[src/rtl/coldrv_pkg.sv]
package coldrv_pkg;

  typedef enum logic {
    RANGE_LOW  = 1'b0,
    RANGE_HIGH = 1'b1
  } range_e;

  // Dot inversion: zero-based even index (odd-numbered output) follows pol.
  function automatic range_e range_for(input int idx, input logic pol);
    return range_e'((idx % 2 == 0) ? pol : ~pol);
  endfunction

endpackage

[src/rtl/coldrv_sampler.sv]
module coldrv_sampler #(
  parameter int NCH   = 6,
  parameter int LVL_W = 2,
  parameter int NCOL  = 3,
  localparam int BUS_W = NCOL * LVL_W,
  localparam int RANK_W = NCH * LVL_W
) (
  input  logic              clk,
  input  logic              rst,
  input  logic              start,
  input  logic [BUS_W-1:0]  bus,
  input  logic              valid,
  output logic              ready,
  output logic              cascade,
  output logic [RANK_W-1:0] rank1
);

  logic [NCH-1:0] tok;
  logic           accept;

  assign ready  = |tok;
  assign accept = valid & ready & ~start;

  always_ff @(posedge clk) begin
    if (rst) begin
      tok     <= '0;
      cascade <= 1'b0;
    end else begin
      cascade <= accept & tok[NCH-1];
      if (start)       tok <= NCH'(1);
      else if (accept) tok <= tok << 1;
    end
  end

  for (genvar k = 0; k < NCH; k++) begin : g_ch
    localparam int COL = k % NCOL;
    always_ff @(posedge clk) begin
      if (rst)                  rank1[k*LVL_W +: LVL_W] <= '0;
      else if (accept & tok[k]) rank1[k*LVL_W +: LVL_W] <= bus[COL*LVL_W +: LVL_W];
    end
  end

  AST_TOKEN_ONEHOT: assert property (@(posedge clk) disable iff (rst)
    $onehot0(tok));
  AST_START_LOADS: assert property (@(posedge clk) disable iff (rst)
    start |=> (tok == NCH'(1)));
  AST_STALL_HOLDS: assert property (@(posedge clk) disable iff (rst)
    (!start && !valid) |=> $stable(tok));
  AST_CASCADE_PULSE: assert property (@(posedge clk) disable iff (rst)
    cascade |=> !cascade);

endmodule

[src/rtl/coldrv_line_latch.sv]
module coldrv_line_latch #(
  parameter int NCH   = 6,
  parameter int LVL_W = 2,
  localparam int RANK_W = NCH * LVL_W
) (
  input  logic              clk,
  input  logic              rst,
  input  logic              line_clk,
  input  logic [RANK_W-1:0] rank1,
  output logic [RANK_W-1:0] rank2,
  output logic [NCH-1:0]    oe
);

  logic line_q;
  logic loaded;
  logic xfer;

  assign xfer = line_clk & ~line_q;
  assign oe   = {NCH{loaded & ~line_clk}};

  always_ff @(posedge clk) begin
    if (rst) begin
      line_q <= 1'b0;
      loaded <= 1'b0;
      rank2  <= '0;
    end else begin
      line_q <= line_clk;
      if (xfer) begin
        rank2  <= rank1;
        loaded <= 1'b1;
      end
    end
  end

  AST_XFER_COPY: assert property (@(posedge clk) disable iff (rst)
    xfer |=> (rank2 == $past(rank1)));
  AST_RANK2_HOLD: assert property (@(posedge clk) disable iff (rst)
    !xfer |=> $stable(rank2));
  AST_HIZ_AFTER_EDGE: assert property (@(posedge clk) disable iff (rst)
    (line_clk && line_q) |-> (oe == '0));

endmodule

[src/rtl/coldrv_polsel.sv]
module coldrv_polsel #(
  parameter int NCH   = 6,
  parameter int LVL_W = 2,
  localparam int RANK_W = NCH * LVL_W,
  localparam int SEL_W  = LVL_W + 1
) (
  input  logic                  pol,
  input  logic [RANK_W-1:0]     rank2,
  output logic [NCH*SEL_W-1:0]  sel
);
  import coldrv_pkg::*;

  for (genvar k = 0; k < NCH; k++) begin : g_sel
    range_e rng;
    assign rng = range_for(k, pol);
    assign sel[k*SEL_W +: SEL_W] = {rng, rank2[k*LVL_W +: LVL_W]};
  end

  for (genvar k = 0; k + 1 < NCH; k++) begin : g_chk
    always_comb begin
      AST_NEIGHBOUR_OPPOSE: assert (sel[k*SEL_W + LVL_W] != sel[(k+1)*SEL_W + LVL_W]);
    end
  end

endmodule

[src/rtl/coldrv_front.sv]
module coldrv_front #(
  parameter int NCH   = 6,
  parameter int LVL_W = 2,
  parameter int NCOL  = 3,
  localparam int BUS_W = NCOL * LVL_W,
  localparam int SEL_W = LVL_W + 1
) (
  input  logic                 clk,
  input  logic                 rst,
  input  logic                 dio_in,
  input  logic [BUS_W-1:0]     pix_data,
  input  logic                 pix_valid,
  output logic                 pix_ready,
  output logic                 dio_out,
  input  logic                 line_clk,
  input  logic                 pol,
  output logic [NCH*SEL_W-1:0] dac_sel,
  output logic [NCH-1:0]       out_en
);

  logic [NCH*LVL_W-1:0] rank1;
  logic [NCH*LVL_W-1:0] rank2;

  coldrv_sampler #(.NCH(NCH), .LVL_W(LVL_W), .NCOL(NCOL)) u_samp (
    .clk(clk), .rst(rst), .start(dio_in), .bus(pix_data), .valid(pix_valid),
    .ready(pix_ready), .cascade(dio_out), .rank1(rank1)
  );

  coldrv_line_latch #(.NCH(NCH), .LVL_W(LVL_W)) u_line (
    .clk(clk), .rst(rst), .line_clk(line_clk), .rank1(rank1),
    .rank2(rank2), .oe(out_en)
  );

  coldrv_polsel #(.NCH(NCH), .LVL_W(LVL_W)) u_pol (
    .pol(pol), .rank2(rank2), .sel(dac_sel)
  );

  AST_RESET_QUIET: assert property (@(posedge clk)
    rst |=> (!pix_ready && !dio_out && out_en == '0));

endmodule

[config.mk]
export PLATFORM = sky130hd
export DESIGN_NAME = coldrv_front
export DESIGN_NICKNAME = d
export VERILOG_FILES = /design/src/rtl/coldrv_pkg.sv /design/src/rtl/coldrv_sampler.sv /design/src/rtl/coldrv_line_latch.sv /design/src/rtl/coldrv_polsel.sv /design/src/rtl/coldrv_front.sv
export SDC_FILE = /design/constraint.sdc
export NUM_CORES = 1
export LEC_CHECK = 0
export BUFFER_PORTS_ARGS = -buffer_cell sky130_fd_sc_hd__buf_2
export CORE_MARGIN = 2
export CORE_UTILIZATION = 50
export DETAILED_ROUTE_END_ITERATION = 7
export GPL_TIMING_DRIVEN = 0
export PLACE_DENSITY = 0.78
export SYNTH_ARGS = -nofsm -noshare
export SYNTH_HDL_FRONTEND = slang
export SYNTH_SLANG_ARGS = --single-unit
[constraint.sdc]
create_clock -name clk -period 2.8 [get_ports clk]
set_input_delay 0.28 -clock clk [delete_from_list [all_inputs] [get_ports clk]]
set_output_delay 0.28 -clock clk [all_outputs]
set_load 0.01 [all_outputs]
# After elaboration in Yosys (flattened, before gate mapping)
# Cells that the tools add are included.
# totals
reg_bits	33
input_bits	12
out_inout_bits	26
word_cells	31
# classes
n_mux	2
bitwise	14
reduce_logical	3
# ops
operator	n
$and 1x1->1	10
$reduce_or 6->1	1
$not 1->1	4
$mux 1	2
$reduce_bool 2->1	1
$reduce_or 2->1	1

# Logic depth before layout (Yosys ltp)
# Gate-level depths: netlist of run 1.
# logic_depth
ltp_word	5
depth_mapped	4
mapped_depth_nobuf	3

# Modules after synthesis
# From an unflattened synthesis of run 1, not the netlist that was laid out.
# unflattened
hier_cells	159
hier_area_um2	1651.6
# modules_own_cells
module	instances	cells_each	area_each_um2	seq_area_each_um2
coldrv_sampler	1	76	819.5	380.4
coldrv_line_latch	1	64	693.2	280.3
coldrv_polsel	1	19	138.9	0.0

# Worst setup path after synthesis of run 1
# Ideal clock, no wire load.
# synth_path
kind	reg-to-output
from	register u_line.loaded
to	output port out_en[1]
t_arrival_ps	869
required_ps	2520
path_slack_ps	1651
path_stages_with_launch	3
path_buffers	1
cell_sequence	dfxtp_1 > nor2b_1 > buf_4
# synth_via
elab_chain_cells	1
# synth_lines
element	line_no	source
from (decl)	coldrv_line_latch.sv:15	logic loaded;
from (signal assigned)	coldrv_line_latch.sv:24	loaded <= 1'b0;
from (signal assigned)	coldrv_line_latch.sv:30	loaded <= 1'b1;
$and 1x1->1	coldrv_line_latch.sv:19	assign oe = {NCH{loaded & ~line_clk}};
to (decl)	coldrv_front.sv:18	output logic [NCH-1:0] out_en
# Every way passes these cells.

# Worst setup path after layout of run 1
# layout_path
from	register u_line.loaded
to	output port out_en[3]
# The elaborated chain is that of the path after synthesis.

==> implementation parameters, run 1 <==
Parameter                              Value

Logic synthesis
  Syn_area_per_cell ... 9.09 um^2
  Post-synthesis net count ... 154
  Unique cell type count in the Yosys netlist ... 15
  Sequential share of the synthesized area ... 0.512
  Flip-flop and latch count after synthesis ... 33
  Post-Syn Area ... 1290 um^2
  Mapped Cells ... 142
  Number of warnings printed during yosys synthesis ... 0

Placement
  Total half-perimeter wirelength after legalization and detailed placement ... 1870 um
  Number of port buffers ... 36
  Worst setup timing slack at the placement stage ... 1.50 ns
  Placer Congestion ... 0.751

Cells and area
  Share of layout cells above drive strength 1 ... 0.319
  Number of fill cells ... 225
  Final standard cell utilization of the core ... 0.637
  Area growth from synthesis to layout ... 21.1%
  # nets final ... 197
  Final antenna diode count ... 0

Timing
  Normalized max-slew margin ... 0.706
  Smallest setup slack after layout ... 1.21 ns
  Final sum of negative setup slack ... 0 ns
  Portion of the clock cycle consumed by the worst path in the final layout ... 0.568
  Final setup violation count ... 0
  Minimum clock period after layout ... 1.59 ns
  Top achievable clock speed ... 0.629 GHz
  Setup repair after global routing missed its margin ... false
  Skew final ... 0.0101 ns
  Worst slew pin tran ... 0.442 ns
  Fin. max-slew vios ... 0
  Endpoints failing hold ... 0

Worst setup path
  Crit-path max FO ... 6
  Required time at the endpoint of the critical path ... 2.52 ns
  Arrival time worst endpoint ... 1.31 ns
  Critical path class ... flip-flop to primary output
  R2r setup slk ... 1.79 ns
  Kind of start point of the critical path ... flip-flop
  Crit path capture type ... primary output

Global route
  GR Layer Usage met1 ... 0.194
  Met3 Use GR ... 0.0820
  Largest net degree at the start of global routing ... 11
  Total routing usage reported by global routing ... 0.188
  Vias in the first global route ... 935
  GRT Residual Overflow ... 0
  Met2 Resource Use GR ... 0.337
  Global-route wire length before repair ... 3840 um
  GR peak layer ... met2
  Initial antenna violation count ... 0

Flow run
  Number of max-capacitance violations reported ... 0

Die
  Boundary Pins ... 38
  Initial Utilization ... 0.526
  Placement row count ... 18
  Die W ... 54.8 um
  Vertical die dimension ... 54.8 um
  Die area ... 3010 um^2
  Core area ... 2450 um^2

Clocking
  Clock root buffer ... clkbuf_4
  Clock buffers created by TritonCTS ... 5
  Latest clock arrival within the worst-skew pair ... 0.32 ns
  Number of clock sinks ... 33
  TritonCTS clock tree ... built
  Number of cells upsized or downsized after cts ... 0
  Clock Pin Slew Worst Setup and Hold Paths ... 0.10 ns
  CTS H-Tree Depth ... 2
  Hold-fix buffers, CTS ... 0
  Buffer levels on the longest clock path ... 2
  Setup bufs post-CTS ... 0

Pwr
  Combinational fraction of design power ... 0.091
  Register share of total power ... 0.587
  Static leakage power ... 0.789 nW
  Internal power consumption ... 0.627 mW
  Overall Power ... 0.811 mW
  Clk pwr share ... 0.321
  Total power density per cell area ... 518 nW/um^2
  Sw power ... 0.184 mW
  Worst IR drop on VDD ... 395 uV
  Net Sw Frac ... 0.227

Route
  Number of detailed-route iterations in the first pass ... 6
  Post-detailed-route via-to-cell ratio ... 4.91
  DRC violation count after routing ... 0
  Mean routed wirelength per cell ... 11.3 um
  DR vias ... 1,055
  Wirelength, routed ... 2430 um
  Post-DRT Antenna Nets ... 0
  Starting DRT DRC Count ... 14

Run status
  Status ... complete, no violations

Hold path
  Type of the worst min-delay path ... primary input to flip-flop
-- worst max-delay path: stages, from the launching register on --
cell	delay, ns
dfxtp_1	0.33
nor2b_1	0.37
buf_4	0.18
buf_2	0.12
-- layout by cell type (no fill, tap or decap) --
master	Yosys	layout
dfxtp_1	33	33
inv_1	2	2
nor4_1	1	1
buf_4	14	14
and2b_1	1	1
nand3b_1	6	6
clkbuf_1	2	3
nand2_1	25	25
nor3_1	5	5
nor2_1	17	17
clkbuf_4	0	5
buf_2	3	39
mux2i_1	17	17
clkbuf_8	0	1
a21oi_1	13	13
nand2b_1	1	1
nor2b_1	2	2
-- power by group through the flow --
stage / Combinational, mW / Clock (mW) / Sequential (mW)
5_1_grt: 0.0838 / 0.289 / 0.477
3_5_place_dp: 0.0744 / 0 / 0.487
4_1_cts: 0.0747 / 0.268 / 0.476
6_report: 0.0741 / 0.260 / 0.476
2_1_floorplan: 0.0480 / 0 / 0.487
3_3_place_gp: 0.0728 / 0 / 0.487
-- layout make-up --
cell class                      count  area, um^2  share of cell area
Sequential cell                    33         661               0.422
Multi-Input combinational cell     88         495               0.317
Clock buffer                        7        55.1              0.0352
Buffer                             19         128              0.0816
Timing Repair Buffer               36         180               0.115
Tap cell                           30        37.5              0.0240
Inverter                            2        7.51             0.00480
-- state kept, by name (all words and copies together), names as in the netlist --
register / flops
u_samp.rank1: 12
u_samp.tok: 6
u_line.line_q: 1
u_line.loaded: 1
u_samp.cascade: 1
u_line.rank2: 12
-- layer usage --
metal  vias to the layer above  routed length, um
met5                         -                  0
met4                         0                 21
met3                         3                164
met2                        31               1210
met1                       483               1030
li1                        538                  -
-- per-stage QoR --
step                      hold slack, ns  cell area (um^2)  std cells
after floorplan                    0.408              1290        142
after global placement             0.441              1510        208
after detailed placement           0.444              1510        208
after CTS                          0.196              1560        215
after global routing               0.197              1560        215
final                              0.209              1560        215
-- cell usage after synthesis, drive strengths merged --
cell | instances | area share
and2b | 1 | 0.0058
nand2 | 25 | 0.073
inv | 2 | 0.0058
dfxtp | 33 | 0.51
a21oi | 13 | 0.050
clkbuf | 2 | 0.0058
mux2i | 17 | 0.13
nand3b | 6 | 0.035
buf | 17 | 0.093
nor2 | 17 | 0.049
nand2b | 1 | 0.0048
nor4 | 1 | 0.0048
nor2b | 2 | 0.0097
nor3 | 5 | 0.019
-- logic make-up after synthesis --
kind of cell,after synthesis,synth area share
compound gates,13,0.0504
flops,33,0.512
buf+inv,21,0.105
simple gates,58,0.202
mux,17,0.132
-- worst paths after layout --
check | from | end | cells past startpoint
hold reg to reg | u_samp.rank1[6]$_SDFFE_PP0P_ | u_line.rank2[6]$_SDFFE_PP0P_ | 2
setup reg to reg | u_line.line_q$_SDFF_PP0_ | u_line.rank2[11]$_SDFFE_PP0P_ | 4
hold / removal | line_clk | u_line.line_q$_SDFF_PP0_ | 2
setup / recovery | u_line.loaded$_SDFFE_PP0P_ | out_en[3] | 3
(Power assumes the default switching activity.)
==> run 2, diff against run 1 <==
Settings changed: CORE_UTILIZATION 50 to 45, PLACE_DENSITY 0.78 to 0.74.
Clock period 2.8 ns to 1.4 ns, I/O delays scaled along.
==> implementation parameters, run 2 (synthesized netlist as in run 1, its figures left out) <==
Parameter                              Value

Run status
  Status ... complete, no violations

Clocking
  Number of clock sinks ... 33
  Setup bufs post-CTS ... 0
  Hold-fix buffers, CTS ... 0
  Clock Pin Slew Worst Setup and Hold Paths ... 0.09 ns
  TritonCTS clock tree ... built
  Number of cells upsized or downsized after cts ... 1
  Buffer levels on the longest clock path ... 2
  Clock root buffer ... clkbuf_4
  Latest clock arrival within the worst-skew pair ... 0.33 ns
  CTS H-Tree Depth ... 2
  Clock buffers created by TritonCTS ... 5

Placement
  Cell area reported after detailed placement ... 1510 um^2
  Number of port buffers ... 36
  Worst setup timing slack at the placement stage ... 0.352 ns
  Total half-perimeter wirelength after legalization and detailed placement ... 1920 um
  Placer Congestion ... 0.742
  Post-Place Cells ... 209

Die
  Boundary Pins ... 38
  Die W ... 57.6 um
  Placement row count ... 19
  Vertical die dimension ... 57.6 um
  Die area ... 3310 um^2
  Initial Utilization ... 0.472
  Core area ... 2730 um^2

Global route
  GRT Residual Overflow ... 0
  Initial antenna violation count ... 0
  Global-route wire length before repair ... 4210 um
  Vias in the first global route ... 974
  Total routing usage reported by global routing ... 0.171
  Largest net degree at the start of global routing ... 11

Worst setup path
  Startpoint of the worst register-to-register path ... u_line.line_q$_SDFF_PP0_
  Worst-path cell with the longest stage delay ... dfxtp_1
  Arrival time worst endpoint ... 1.15 ns
  Kind of start point of the critical path ... flip-flop
  Endpoint of the most critical register-to-register path ... u_line.rank2[11]$_SDFFE_PP0P_
  Critical Path, Cell by Cell ... nor4_2 -> nand2_1 -> buf_2
  Worst path max stage delay ... 0.35 ns
  Crit path capture type ... primary output
  R2r setup slk ... 0.39 ns
  Logic depth of the worst register-to-register path ... 4
  Required time at the endpoint of the critical path ... 1.26 ns
  Critical path class ... flip-flop to primary output
  Crit-path max FO ... 4

Cells and area
  Area growth from synthesis to layout ... 22.0%
  Share of layout cells above drive strength 1 ... 0.333
  Number of fill cells ... 259
  Leading cell type in the layout, fill and taps excluded ... buf_2
  Top library cells by usage in the layout, fill and taps aside ... 39 x buf_2, 33 x dfxtp_1, 25 x nand2_1
  Area of all placed cells without fillers ... 1580 um^2
  # nets final ... 197
  Registers with the most flip-flops ... u_line.rank2: 12 flops, u_samp.rank1: 12 flops, u_samp.tok: 6 flops
  Cell Count, Final, Fillers Out ... 217
  Final antenna diode count ... 0
  Area of combinational cells with multiple inputs ... 509 um^2
  Storage cell area ... 661 um^2

Pwr
  Static leakage power ... 0.794 nW
  Worst IR drop on VDD ... 943 uV
  Total power density per cell area ... 1010 nW/um^2
  Overall Power ... 1.60 mW

Timing
  Worst slew pin tran ... 0.458 ns
  Endpoints failing hold ... 0
  Setup repair after global routing missed its margin ... false
  Fin. max-slew vios ... 0
  Final setup violation count ... 0
  Top achievable clock speed ... 0.773 GHz
  Portion of the clock cycle consumed by the worst path in the final layout ... 0.923
  Skew final ... 0.00478 ns
  Normalized max-slew margin ... 0.695
  Smallest setup slack after layout ... 0.107 ns
  Final sum of negative setup slack ... 0 ns
  Minimum clock period after layout ... 1.29 ns

Route
  Wirelength, routed ... 2510 um
  Number of detailed-route iterations in the first pass ... 4
  DR vias ... 1,071
  Starting DRT DRC Count ... 28
  DRC violation count after routing ... 0
  Mean routed wirelength per cell ... 11.6 um
  Post-detailed-route via-to-cell ratio ... 4.94
  Post-DRT Antenna Nets ... 0

Hold path
  Worst hold stages ... 3
  Endpoint with the worst hold slack ... u_samp.rank1[6]$_SDFFE_PP0P_
  Startpoint of the lowest-slack hold path ... pix_data[0]
  Type of the worst min-delay path ... primary input to flip-flop

Flow run
  Number of max-capacitance violations reported ... 0
run 2: how the worst max path moves through the flow:
stage	startpoint	endpoint	slack (ns)	cells past startpoint
floorplan	u_line.loaded$_SDFFE_PP0P_	out_en[1]	0.39	2
global placement	u_line.loaded$_SDFFE_PP0P_	out_en[3]	0.38	3
detailed placement	rst	u_samp.rank1[4]$_SDFFE_PP0P_	0.35	3
CTS	u_samp.tok[4]$_SDFFE_PP0P_	pix_ready	0.07	3
global route	u_samp.tok[4]$_SDFFE_PP0P_	pix_ready	0.02	3
finish	u_samp.tok[4]$_SDFFE_PP0P_	pix_ready	0.11	3
run 2: cell type report:
cell class                      count  share of cell area
Clock inverter                      2             0.00635
Sequential cell                    33               0.419
Buffer                             19              0.0810
Tap cell                           31              0.0246
Timing Repair Buffer               36               0.114
Clock buffer                        6              0.0262
Inverter                            2             0.00477
Multi-Input combinational cell     88               0.323
run 2: stage by stage:
stage,utilization,hold WS (ns)
finish,0.576,0.0598
global route,0.576,0.0427
CTS,0.572,0.0399
detailed placement,0.552,0.401
global placement,0.552,0.391
floorplan,-,0.268
run 2: power by group:
part / switching (mW) / leakage, nW / internal (mW) / total [mW]
Clock: 0.303 / 0.0320 / 0.191 / 0.493
Combinational: 0.0798 / 0.496 / 0.0718 / 0.152
Sequential: 0.00569 / 0.267 / 0.947 / 0.953
run 2: worst max-delay path: cells and delay by family (launching register included):
| family | cells | cell delay (ns) |
|---|---|---|
| buffers and inverters | 1 | 0.13 |
| DFF | 1 | 0.35 |
| and+or+nand+nor | 2 | 0.34 |
run 2: layer usage:
metal	part of all wire	wire length [um]	vias up	global-route usage
li1	-	-	541	-
met1	0.41	1030	486	0.181
met2	0.49	1240	36	0.287
met3	0.075	189	8	0.0816
met4	0.021	53	0	0.0797
met5	0	0	-	0
